--- src/rtl/cpa_pkg.sv ---
package cpa_pkg;
  typedef enum logic [2:0] {
    ADM_IDLE,
    ADM_ACCEPT,
    ADM_PARK,
    ADM_SPEND,
    ADM_FAULT
  } adm_e;

  function automatic int unsigned idx_w(input int unsigned n);
    return (n > 1) ? $clog2(n) : 1;
  endfunction
endpackage

--- src/rtl/cpa_fifo.sv ---
module cpa_fifo #(
  parameter int unsigned WIDTH = 8,
  parameter int unsigned DEPTH = 8,
  localparam int unsigned PW = cpa_pkg::idx_w(DEPTH),
  localparam int unsigned CW = $clog2(DEPTH + 1)
) (
  input  logic             clk_i,
  input  logic             rst_ni,
  input  logic             push_i,
  input  logic [WIDTH-1:0] data_i,
  input  logic             pop_i,
  output logic [WIDTH-1:0] data_o,
  output logic [CW-1:0]    count_o,
  output logic             empty_o
);
  logic [WIDTH-1:0] mem_q [DEPTH];
  logic [PW-1:0]    wr_q, rd_q;
  logic [CW-1:0]    cnt_q;

  function automatic logic [PW-1:0] bump(input logic [PW-1:0] p);
    return (p == PW'(DEPTH - 1)) ? '0 : p + 1'b1;
  endfunction

  always_ff @(posedge clk_i or negedge rst_ni) begin
    if (!rst_ni) begin
      wr_q  <= '0;
      rd_q  <= '0;
      cnt_q <= '0;
    end else begin
      if (push_i) wr_q <= bump(wr_q);
      if (pop_i)  rd_q <= bump(rd_q);
      cnt_q <= cnt_q + CW'(push_i) - CW'(pop_i);
    end
  end

  always_ff @(posedge clk_i) begin
    if (push_i) mem_q[wr_q] <= data_i;
  end

  assign data_o  = mem_q[rd_q];
  assign count_o = cnt_q;
  assign empty_o = (cnt_q == '0);

  assert_no_overflow_R9: assert property (@(posedge clk_i) disable iff (!rst_ni)
    push_i && !pop_i |-> cnt_q < CW'(DEPTH));
  assert_no_underflow_R8: assert property (@(posedge clk_i) disable iff (!rst_ni)
    pop_i |-> cnt_q != '0);
endmodule

--- src/rtl/cpa_rr_pick.sv ---
module cpa_rr_pick #(
  parameter int unsigned N = 4,
  localparam int unsigned IW = cpa_pkg::idx_w(N)
) (
  input  logic [N-1:0]  req_i,
  input  logic [IW-1:0] last_i,
  output logic [N-1:0]  grant_o,
  output logic [IW-1:0] idx_o,
  output logic          any_o
);
  int unsigned c;
  always_comb begin
    grant_o = '0;
    idx_o   = last_i;
    any_o   = 1'b0;
    c       = 0;
    for (int unsigned off = 1; off <= N; off++) begin
      c = (int'(last_i) + off) % N;
      if (!any_o && req_i[c]) begin
        any_o      = 1'b1;
        grant_o[c] = 1'b1;
        idx_o      = IW'(c);
      end
    end
  end
endmodule

--- src/rtl/cpa_credit_ledger.sv ---
module cpa_credit_ledger #(
  parameter int unsigned N = 4,
  parameter int unsigned DEPTH = 8,
  localparam int unsigned IW = cpa_pkg::idx_w(N),
  localparam int unsigned CW = $clog2(DEPTH + 1)
) (
  input  logic          clk_i,
  input  logic          rst_ni,
  input  logic          inc_i,
  input  logic [IW-1:0] inc_idx_i,
  input  logic          dec_i,
  input  logic [IW-1:0] dec_idx_i,
  output logic [N-1:0]  nz_o
);
  for (genvar g = 0; g < N; g++) begin : g_core
    logic [CW-1:0] cnt_q;
    logic inc_hit, dec_hit;
    assign inc_hit = inc_i && (inc_idx_i == IW'(g));
    assign dec_hit = dec_i && (dec_idx_i == IW'(g));

    always_ff @(posedge clk_i or negedge rst_ni) begin
      if (!rst_ni) cnt_q <= '0;
      else         cnt_q <= cnt_q + CW'(inc_hit) - CW'(dec_hit);
    end
    assign nz_o[g] = (cnt_q != '0);

    assert_no_underflow_R6: assert property (@(posedge clk_i) disable iff (!rst_ni)
      dec_hit && !inc_hit |-> cnt_q != '0);
    assert_bal_bound_R9: assert property (@(posedge clk_i) disable iff (!rst_ni)
      cnt_q <= CW'(DEPTH));
  end
endmodule

--- src/rtl/cop_req_admit.sv ---
module cop_req_admit #(
  parameter int unsigned NUM_CORES = 4,
  parameter int unsigned DEPTH     = 8,
  parameter int unsigned INSN_W    = 64,
  parameter int unsigned XLEN      = 64,
  localparam int unsigned IW = cpa_pkg::idx_w(NUM_CORES),
  localparam int unsigned CW = $clog2(DEPTH + 1),
  localparam int unsigned PLW = IW + 1 + 2 + INSN_W + 2 * XLEN
) (
  input  logic              clk_i,
  input  logic              rst_ni,
  input  logic              req_valid_i,
  input  logic [IW-1:0]     req_core_i,
  input  logic              req_retry_i,
  input  logic              req_wide_i,
  input  logic [1:0]        req_nops_i,
  input  logic [INSN_W-1:0] req_insn_i,
  input  logic [XLEN-1:0]   req_rs1_i,
  input  logic [XLEN-1:0]   req_rs2_i,
  output logic              crd_valid_o,
  output logic [IW-1:0]     crd_core_o,
  output logic              deq_valid_o,
  input  logic              deq_ready_i,
  output logic [IW-1:0]     deq_core_o,
  output logic              deq_wide_o,
  output logic [1:0]        deq_nops_o,
  output logic [INSN_W-1:0] deq_insn_o,
  output logic [XLEN-1:0]   deq_rs1_o,
  output logic [XLEN-1:0]   deq_rs2_o,
  output logic              proto_err_o
);
  import cpa_pkg::*;

  logic [NUM_CORES-1:0] pend_q, pend_d, bal_nz, rr_grant, park_vec;
  logic [IW-1:0]        last_q, rr_idx, crd_idx;
  logic [CW-1:0]        occ, resv_q;
  logic [CW:0]          free_slots;
  logic                 rr_any, any_pend, grant, crd_fire, enq, pop, empty, err_q;
  logic                 crd_v_q;
  logic [IW-1:0]        crd_c_q;
  adm_e                 adm;
  logic [INSN_W-1:0]    insn_m;
  logic [XLEN-1:0]      rs1_m, rs2_m;
  logic [PLW-1:0]       pl_in, pl_out;

  // slots neither holding an entry nor held back by a credit
  assign free_slots = (CW+1)'(DEPTH) - (CW+1)'(occ) - (CW+1)'(resv_q);
  assign any_pend   = |pend_q;

  always_comb begin
    adm = ADM_IDLE;
    if (req_valid_i) begin
      if (req_retry_i)
        adm = (free_slots >= (CW+1)'(2) && !any_pend) ? ADM_ACCEPT : ADM_PARK;
      else
        adm = bal_nz[req_core_i] ? ADM_SPEND : ADM_FAULT;
    end
  end

  cpa_rr_pick #(.N(NUM_CORES)) u_rr (
    .req_i  (pend_q),
    .last_i (last_q),
    .grant_o(rr_grant),
    .idx_o  (rr_idx),
    .any_o  (rr_any)
  );

  assign grant    = (adm != ADM_ACCEPT) && rr_any && (free_slots != '0);
  assign crd_fire = (adm == ADM_ACCEPT) || grant;
  assign crd_idx  = (adm == ADM_ACCEPT) ? req_core_i : rr_idx;
  assign enq      = (adm == ADM_ACCEPT) || (adm == ADM_SPEND);
  assign pop      = deq_ready_i && !empty;

  always_comb begin
    park_vec = '0;
    if (adm == ADM_PARK) park_vec[req_core_i] = 1'b1;
    pend_d = (pend_q & ~(grant ? rr_grant : '0)) | park_vec;
  end

  cpa_credit_ledger #(.N(NUM_CORES), .DEPTH(DEPTH)) u_ledger (
    .clk_i    (clk_i),
    .rst_ni   (rst_ni),
    .inc_i    (crd_fire),
    .inc_idx_i(crd_idx),
    .dec_i    (adm == ADM_SPEND),
    .dec_idx_i(req_core_i),
    .nz_o     (bal_nz)
  );

  always_ff @(posedge clk_i or negedge rst_ni) begin
    if (!rst_ni) begin
      pend_q  <= '0;
      last_q  <= IW'(NUM_CORES - 1);
      resv_q  <= '0;
      crd_v_q <= 1'b0;
      crd_c_q <= '0;
      err_q   <= 1'b0;
    end else begin
      pend_q  <= pend_d;
      if (grant) last_q <= rr_idx;
      resv_q  <= resv_q + CW'(crd_fire) - CW'(adm == ADM_SPEND);
      crd_v_q <= crd_fire;
      crd_c_q <= crd_fire ? crd_idx : '0;
      if (adm == ADM_FAULT) err_q <= 1'b1;
    end
  end

  // clear fields the request does not carry
  assign insn_m = req_wide_i ? req_insn_i : {{(INSN_W-32){1'b0}}, req_insn_i[31:0]};
  assign rs1_m  = (req_nops_i != 2'd0) ? req_rs1_i : '0;
  assign rs2_m  = (req_nops_i >= 2'd2) ? req_rs2_i : '0;
  assign pl_in  = {req_core_i, req_wide_i, req_nops_i, insn_m, rs1_m, rs2_m};

  cpa_fifo #(.WIDTH(PLW), .DEPTH(DEPTH)) u_q (
    .clk_i  (clk_i),
    .rst_ni (rst_ni),
    .push_i (enq),
    .data_i (pl_in),
    .pop_i  (pop),
    .data_o (pl_out),
    .count_o(occ),
    .empty_o(empty)
  );

  assign {deq_core_o, deq_wide_o, deq_nops_o, deq_insn_o, deq_rs1_o, deq_rs2_o} = pl_out;
  assign deq_valid_o = !empty;
  assign crd_valid_o = crd_v_q;
  assign crd_core_o  = crd_c_q;
  assign proto_err_o = err_q;

  assert_resv_bound_R9: assert property (@(posedge clk_i) disable iff (!rst_ni)
    (CW+1)'(occ) + (CW+1)'(resv_q) <= (CW+1)'(DEPTH));
  assert_err_sticky_R7: assert property (@(posedge clk_i) disable iff (!rst_ni)
    proto_err_o |=> proto_err_o);
  assert_grant_onehot_R4: assert property (@(posedge clk_i) disable iff (!rst_ni)
    $onehot0(rr_grant));
  assert_grant_waiting_R4: assert property (@(posedge clk_i) disable iff (!rst_ni)
    grant |-> (pend_q & rr_grant) != '0);
  assert_accept_room_R2: assert property (@(posedge clk_i) disable iff (!rst_ni)
    (adm == ADM_ACCEPT) |-> !any_pend && free_slots >= (CW+1)'(2));
endmodule

--- config.mk ---
export PLATFORM = sky130hd
export DESIGN_NAME = cop_req_admit
export DESIGN_NICKNAME = d
export VERILOG_FILES = /design/src/rtl/cpa_pkg.sv /design/src/rtl/cpa_fifo.sv /design/src/rtl/cpa_rr_pick.sv /design/src/rtl/cpa_credit_ledger.sv /design/src/rtl/cop_req_admit.sv
export SDC_FILE = /design/constraint.sdc
export NUM_CORES = 2
export LEC_CHECK = 0
export BUFFER_PORTS_ARGS = -buffer_cell sky130_fd_sc_hd__buf_2
export CAP_MARGIN = 20
export CORE_ASPECT_RATIO = 0.6
export CORE_MARGIN = 2
export CORE_UTILIZATION = 50
export CTS_CLUSTER_SIZE = 28
export DETAILED_ROUTE_END_ITERATION = 8
export HOLD_SLACK_MARGIN = 0.03
export PLACE_DENSITY = 0.64
export SKIP_CTS_REPAIR_TIMING = 1
export SLEW_MARGIN = 20
export SYNTH_ARGS = -nofsm -noshare
export SYNTH_HDL_FRONTEND = slang
export SYNTH_SLANG_ARGS = --single-unit
--- constraint.sdc ---
create_clock -name clk_i -period 25.2 [get_ports clk_i]
set_input_delay 3.78 -clock clk_i [delete_from_list [all_inputs] [get_ports clk_i]]
set_output_delay 3.78 -clock clk_i [all_outputs]
set_load 0.005 [all_outputs]
==> impl_table.tex <==
\begin{tabular}{lr}
\hline
Metric & Value \\
\hline
\multicolumn{2}{l}{\textbf{Power}} \\
\quad Power Dens Cells & approximately 110 mW/mm\^{}2 \\
\quad Power share of the combinational group & 30.3\% \\
\quad P\_int & between 5 and 6 mW \\
\quad Switching pwr & 2.33 mW \\
\quad LEAKAGE & 23.6 nW \\
\quad Share of total power consumed by net switching & 29.2\% \\
\quad Sequential Power Share & 42.7\% \\
\quad Total chip power & 7.97 mW \\
\quad Clk pwr share & between 20\% and 30\% \\
\quad Worst vdd rail ir drop & around 0.000083 V \\
\multicolumn{2}{l}{\textbf{Synthesis}} \\
\quad Share of Yosys cell area claimed by the top area cell type & 75.1\% \\
\quad Syn nets & around 3000 \\
\quad Async set or reset register ratio after synthesis & 2.48\% \\
\quad Post-synthesis xor/xnor area fraction & less than 1\% \\
\quad Synth Area in Compound Gates & less than 1\% \\
\quad Number of different library cells in the post-synthesis netlist & 57 \\
\quad Count of flip-flops with a built-in enable after synthesis & 1576 \\
\quad Cells after synthesis & 2746 \\
\quad Part of the Yosys area used for sequential elements & roughly 77\% \\
\quad Post-synthesis simple-gate area fraction & 2.24\% \\
\quad Synthesized flop and latch total & roughly 1600 \\
\quad Yosys warnings & 0 \\
\quad Main combinational cell family by area after synthesis & multiplexers \\
\quad Syn Area/Cell & 23.0 sq um \\
\quad Largest cells by area after synthesis & sky130\_fd\_sc\_hd\_\_edfxtp\_1 75\%, sky130\_fd\_sc\_hd\_\_mux4\_2 14\%, sky130\_fd\_sc\_hd\_\_mux2\_2 3.6\%, sky130\_fd\_sc\_hd\_\_dfrtp\_1 1.5\%, sky130\_fd\_sc\_hd\_\_and2\_1 0.99\% \\
\quad Most numerous cell in the Yosys netlist & sky130\_fd\_sc\_hd\_\_edfxtp\_1 \\
\quad Area leader, netlist & sky130\_fd\_sc\_hd\_\_edfxtp\_1 \\
\quad Mux cell area share after synthesis & 17.9\% \\
\quad Cell area after technology mapping & 0.0631 sq mm \\
\quad Main flop type after synthesis & sky130\_fd\_sc\_hd\_\_edfxtp\_1 \\
\quad Leading post-synthesis cells by instance count & 1576 x sky130\_fd\_sc\_hd\_\_edfxtp\_1, 397 x sky130\_fd\_sc\_hd\_\_mux4\_2, 200 x sky130\_fd\_sc\_hd\_\_mux2\_2 \\
\quad Adder-cell area share of the yosys netlist & about 1.2\% \\
\multicolumn{2}{l}{\textbf{Timing}} \\
\quad Clock tree skew after final layout & 0.0217 ns \\
\quad RSZ-0062 raised after global routing & false \\
\quad Minimum clock period & 8.51 ns \\
\quad Final worst-path cycle share & 33.8\% \\
\quad Number of failing hold endpoints at the final stage & 0 \\
\quad Maximum operating frequency & 117 MHz \\
\quad Least-Margin Pin Slew & 1.08 ns \\
\quad Slew Viols, Final & 0 \\
\quad \# setup viols final & 0 \\
\quad Setup total negative slack & 0 ns \\
\quad Worst max-slew margin expressed relative to the limit & 28.0\% \\
\multicolumn{2}{l}{\textbf{Worst setup path}} \\
\quad R2r endpoint & u\_q.mem\_q[3][158]\$\_DFFE\_PP\_ \\
\quad Sort of element at the start of the critical path & register \\
\quad Slack of the worst reg-to-reg path & 19.55 ns \\
\quad R2R Path Start & resv\_q[1]\$\_DFF\_PN0\_ \\
\quad CP arrival & between 4 and 5 ns \\
\quad Worst endpoint required time & about 21 ns \\
\quad Number of cells on the worst reg-to-reg path & 11 \\
\quad Setup crit end kind & output pin \\
\quad Crit Path Max Fanout & roughly 160 \\
\quad Classification of the worst setup path & register to output pin \\
\multicolumn{2}{l}{\textbf{Layout}} \\
\quad Filler cells & between 9000 and 10000 \\
\quad Multi-input logic area & about 0.014 sq mm \\
\quad Area growth syn-to-layout & 13.7\% \\
\quad Area of all placed cells without fillers & between 0.07 and 0.08 sq mm \\
\quad Proportion of layout cells with a drive suffix above 1 & 38.1\% \\
\quad Core utilization of the finished layout & 57.5\% \\
\quad Nets@finish & 3466 \\
\quad Register area & 0.0483 sq mm \\
\multicolumn{2}{l}{\textbf{Route}} \\
\quad Length of routed wiring on met1 & 57000 um \\
\quad Met3 wire length & 7160 um \\
\quad Uppermost layer routed & met5 \\
\quad Wire length per cell & 26.9 um \\
\quad Post-detailed-route DRC marker count & 0 \\
\quad Starting DRC count in detailed routing & 2696 \\
\quad Vias per inst & 5.75 \\
\quad Via count & around 29000 \\
\quad DRT Pass-1 Iters & 5 \\
\quad Number of antenna-violating nets in the routed design & 0 \\
\quad Wire length reported by the detailed router & 135000 um \\
\quad Met2 WL & 68100 um \\
\multicolumn{2}{l}{\textbf{Placement}} \\
\quad Post-place instance area & 0.0671 sq mm \\
\quad RePlAce Congestion & 0.813 \\
\quad Port-buffer cells & 403 \\
\quad HPWL after detailed placement & between 70000 and 80000 um \\
\multicolumn{2}{l}{\textbf{Clock network}} \\
\quad Max Root-Sink Buffers & 3 \\
\quad TritonCTS clock tree & yes \\
\quad CTS buffer count & 146 \\
\quad Sink count of the clock tree & 1616 \\
\quad Clock latency reported for the late side of the worst-skew pair & 0.76 ns \\
\quad Clock slew at reported path FFs & 0.07 ns \\
\quad H-tree levels & 4 \\
\quad Cell at the root of the clock tree & sky130\_fd\_sc\_hd\_\_clkbuf\_16 \\
\multicolumn{2}{l}{\textbf{GRT}} \\
\quad Remaining global-route overflow & 0 \\
\quad Via count of the first global-routing pass & about 30000 \\
\quad Total track usage & 20.9\% \\
\quad Initial antenna violation count & 18 \\
\quad Global-route wire length before repair & 200000 um \\
\quad Pin count of the biggest net entering global routing & 163 \\
\multicolumn{2}{l}{\textbf{Worst hold path}} \\
\quad Destination of the worst hold path & proto\_err\_o\$\_DFFE\_PN0N\_ \\
\quad Hold\_sp & proto\_err\_o\$\_DFFE\_PN0N\_ \\
\quad Depth of the worst hold-timing path & 1 \\
\quad Min-Delay Path Class & register to register \\
\multicolumn{2}{l}{\textbf{Floorplan}} \\
\quad Die ar. & 0.129 sq mm \\
\quad Initial standard-cell utilization of the core & 50.6\% \\
\quad Std-Cell Core Area & between 0.1 and 0.15 sq mm \\
\quad Height of the die & 279 um \\
\quad Width of the chip & 462 um \\
\quad Io pins & 404 \\
\quad FP Rows & 100 \\
\multicolumn{2}{l}{\textbf{Outcome}} \\
\quad Run status & completed \\
\multicolumn{2}{l}{\textbf{Flow run}} \\
\quad Reported max-cap violation count & 0 \\
\hline
\end{tabular}
[how the worst max path moves through the flow]
stage	slack (ns)	endpoint	cells past startpoint	start
floorplan	0.71	u_q.mem_q[0][0]$_DFFE_PP_	4	req_core_i[1]
global placement	17.02	u_q.mem_q[3][145]$_DFFE_PP_	7	req_core_i[1]
detailed placement	16.93	u_q.mem_q[3][153]$_DFFE_PP_	7	req_core_i[1]
CTS	16.55	deq_insn_o[13]	5	u_q.rd_q[0]$_DFFE_PN0P_
global route	16.48	deq_rs1_o[55]	5	u_q.rd_q[1]$_DFFE_PN0P_
finish	16.69	deq_insn_o[60]	5	u_q.rd_q[1]$_DFFE_PN0P_
[placed cells by master, fill, tap and decap left out, drive strengths merged, types with 3 or more instances in the layout]
master,count
o21ai,4
ha,48
o221ai,3
nor3,5
dfrtp,38
inv,63
clkinvlp,5
fa,7
nand2b,6
a221oi,4
bufinv,8
a221o,3
and2,101
nor3b,6
mux4,399
edfxtp,1576
xnor2,5
clkinv,51
buf,447
diode,6
and2b,3
nor2,13
mux2,203
xor2,10
nor4,3
a211oi,3
a2111oi,3
o31ai,3
clkbuf,190
a21oi,9
nand2,9
nor2b,68
a21o,9
[power groups by stage]
stage / sequential [mW] / clock (mW) / combinational [mW]
after detailed placement: 3.46 / 0 / 2.46
after floorplan: 3.48 / 0 / 1.68
after global placement: 3.44 / 0 / 2.41
after CTS: 3.41 / 2.20 / 2.48
final: 3.40 / 2.16 / 2.42
after global routing: 3.43 / 2.31 / 2.62
[worst max-delay path, stage by stage, from the launching register on]
cell and delay (ns):
sky130_fd_sc_hd__dfrtp_4 1.06, sky130_fd_sc_hd__buf_4 0.95, sky130_fd_sc_hd__buf_12 0.75, sky130_fd_sc_hd__mux4_2 0.41
sky130_fd_sc_hd__mux2_2 0.32, sky130_fd_sc_hd__buf_2 0.14
[state kept, by name, indices dropped and copies added (netlist names), 3 cells and up]
| signal | flops |
|---|---|
| u_q.mem_q | 1576 |
| u_q.rd_q | 3 |
| pend_q | 4 |
| resv_q | 4 |
| u_q.count_o | 4 |
| u_q.wr_q | 3 |
| u_ledger.g_core.cnt_q | 16 |
[through the flow]
stage          setup WS (ns)  hold WS (ns)  cells
6_report               16.69         0.488   5014
5_1_grt                16.48         0.527   5014
4_1_cts                16.55         0.492   5008
3_5_place_dp           16.93         0.478   4744
3_3_place_gp           17.02         0.488   4744
2_1_floorplan          0.712         0.466   2746
[layer usage]
layer  up-vias  GRT usage (%)
met4        16           5.95
met2       801           34.9
met1     15500           28.5
li1      12400              -
met5         -              0
met3       165           4.04
[final cells by class]
type                            count  share of cell area, %
Timing Repair Buffer              447                   3.40
Inverter                           53                  0.277
Multi-Input combinational cell    945                   19.5
Sequential cell                  1616                   67.4
Clock inverter                     74                  0.897
Antenna cell                        6                 0.0209
Clock buffer                      190                   5.50
Tap cell                         1683                   2.94
[kinds of logic (layout without fill, tap and decap cells)]
logic type / after synthesis / count (layout)
mux: 604 / 604
other cells: 0 / 6
simple gates: 223 / 223
compound gates: 48 / 48
flops: 1616 / 1616
fa+ha+maj: 55 / 55
buf+inv: 185 / 764
xor+xnor: 15 / 15
No activity file was read; power rests on OpenSTA's default activity.
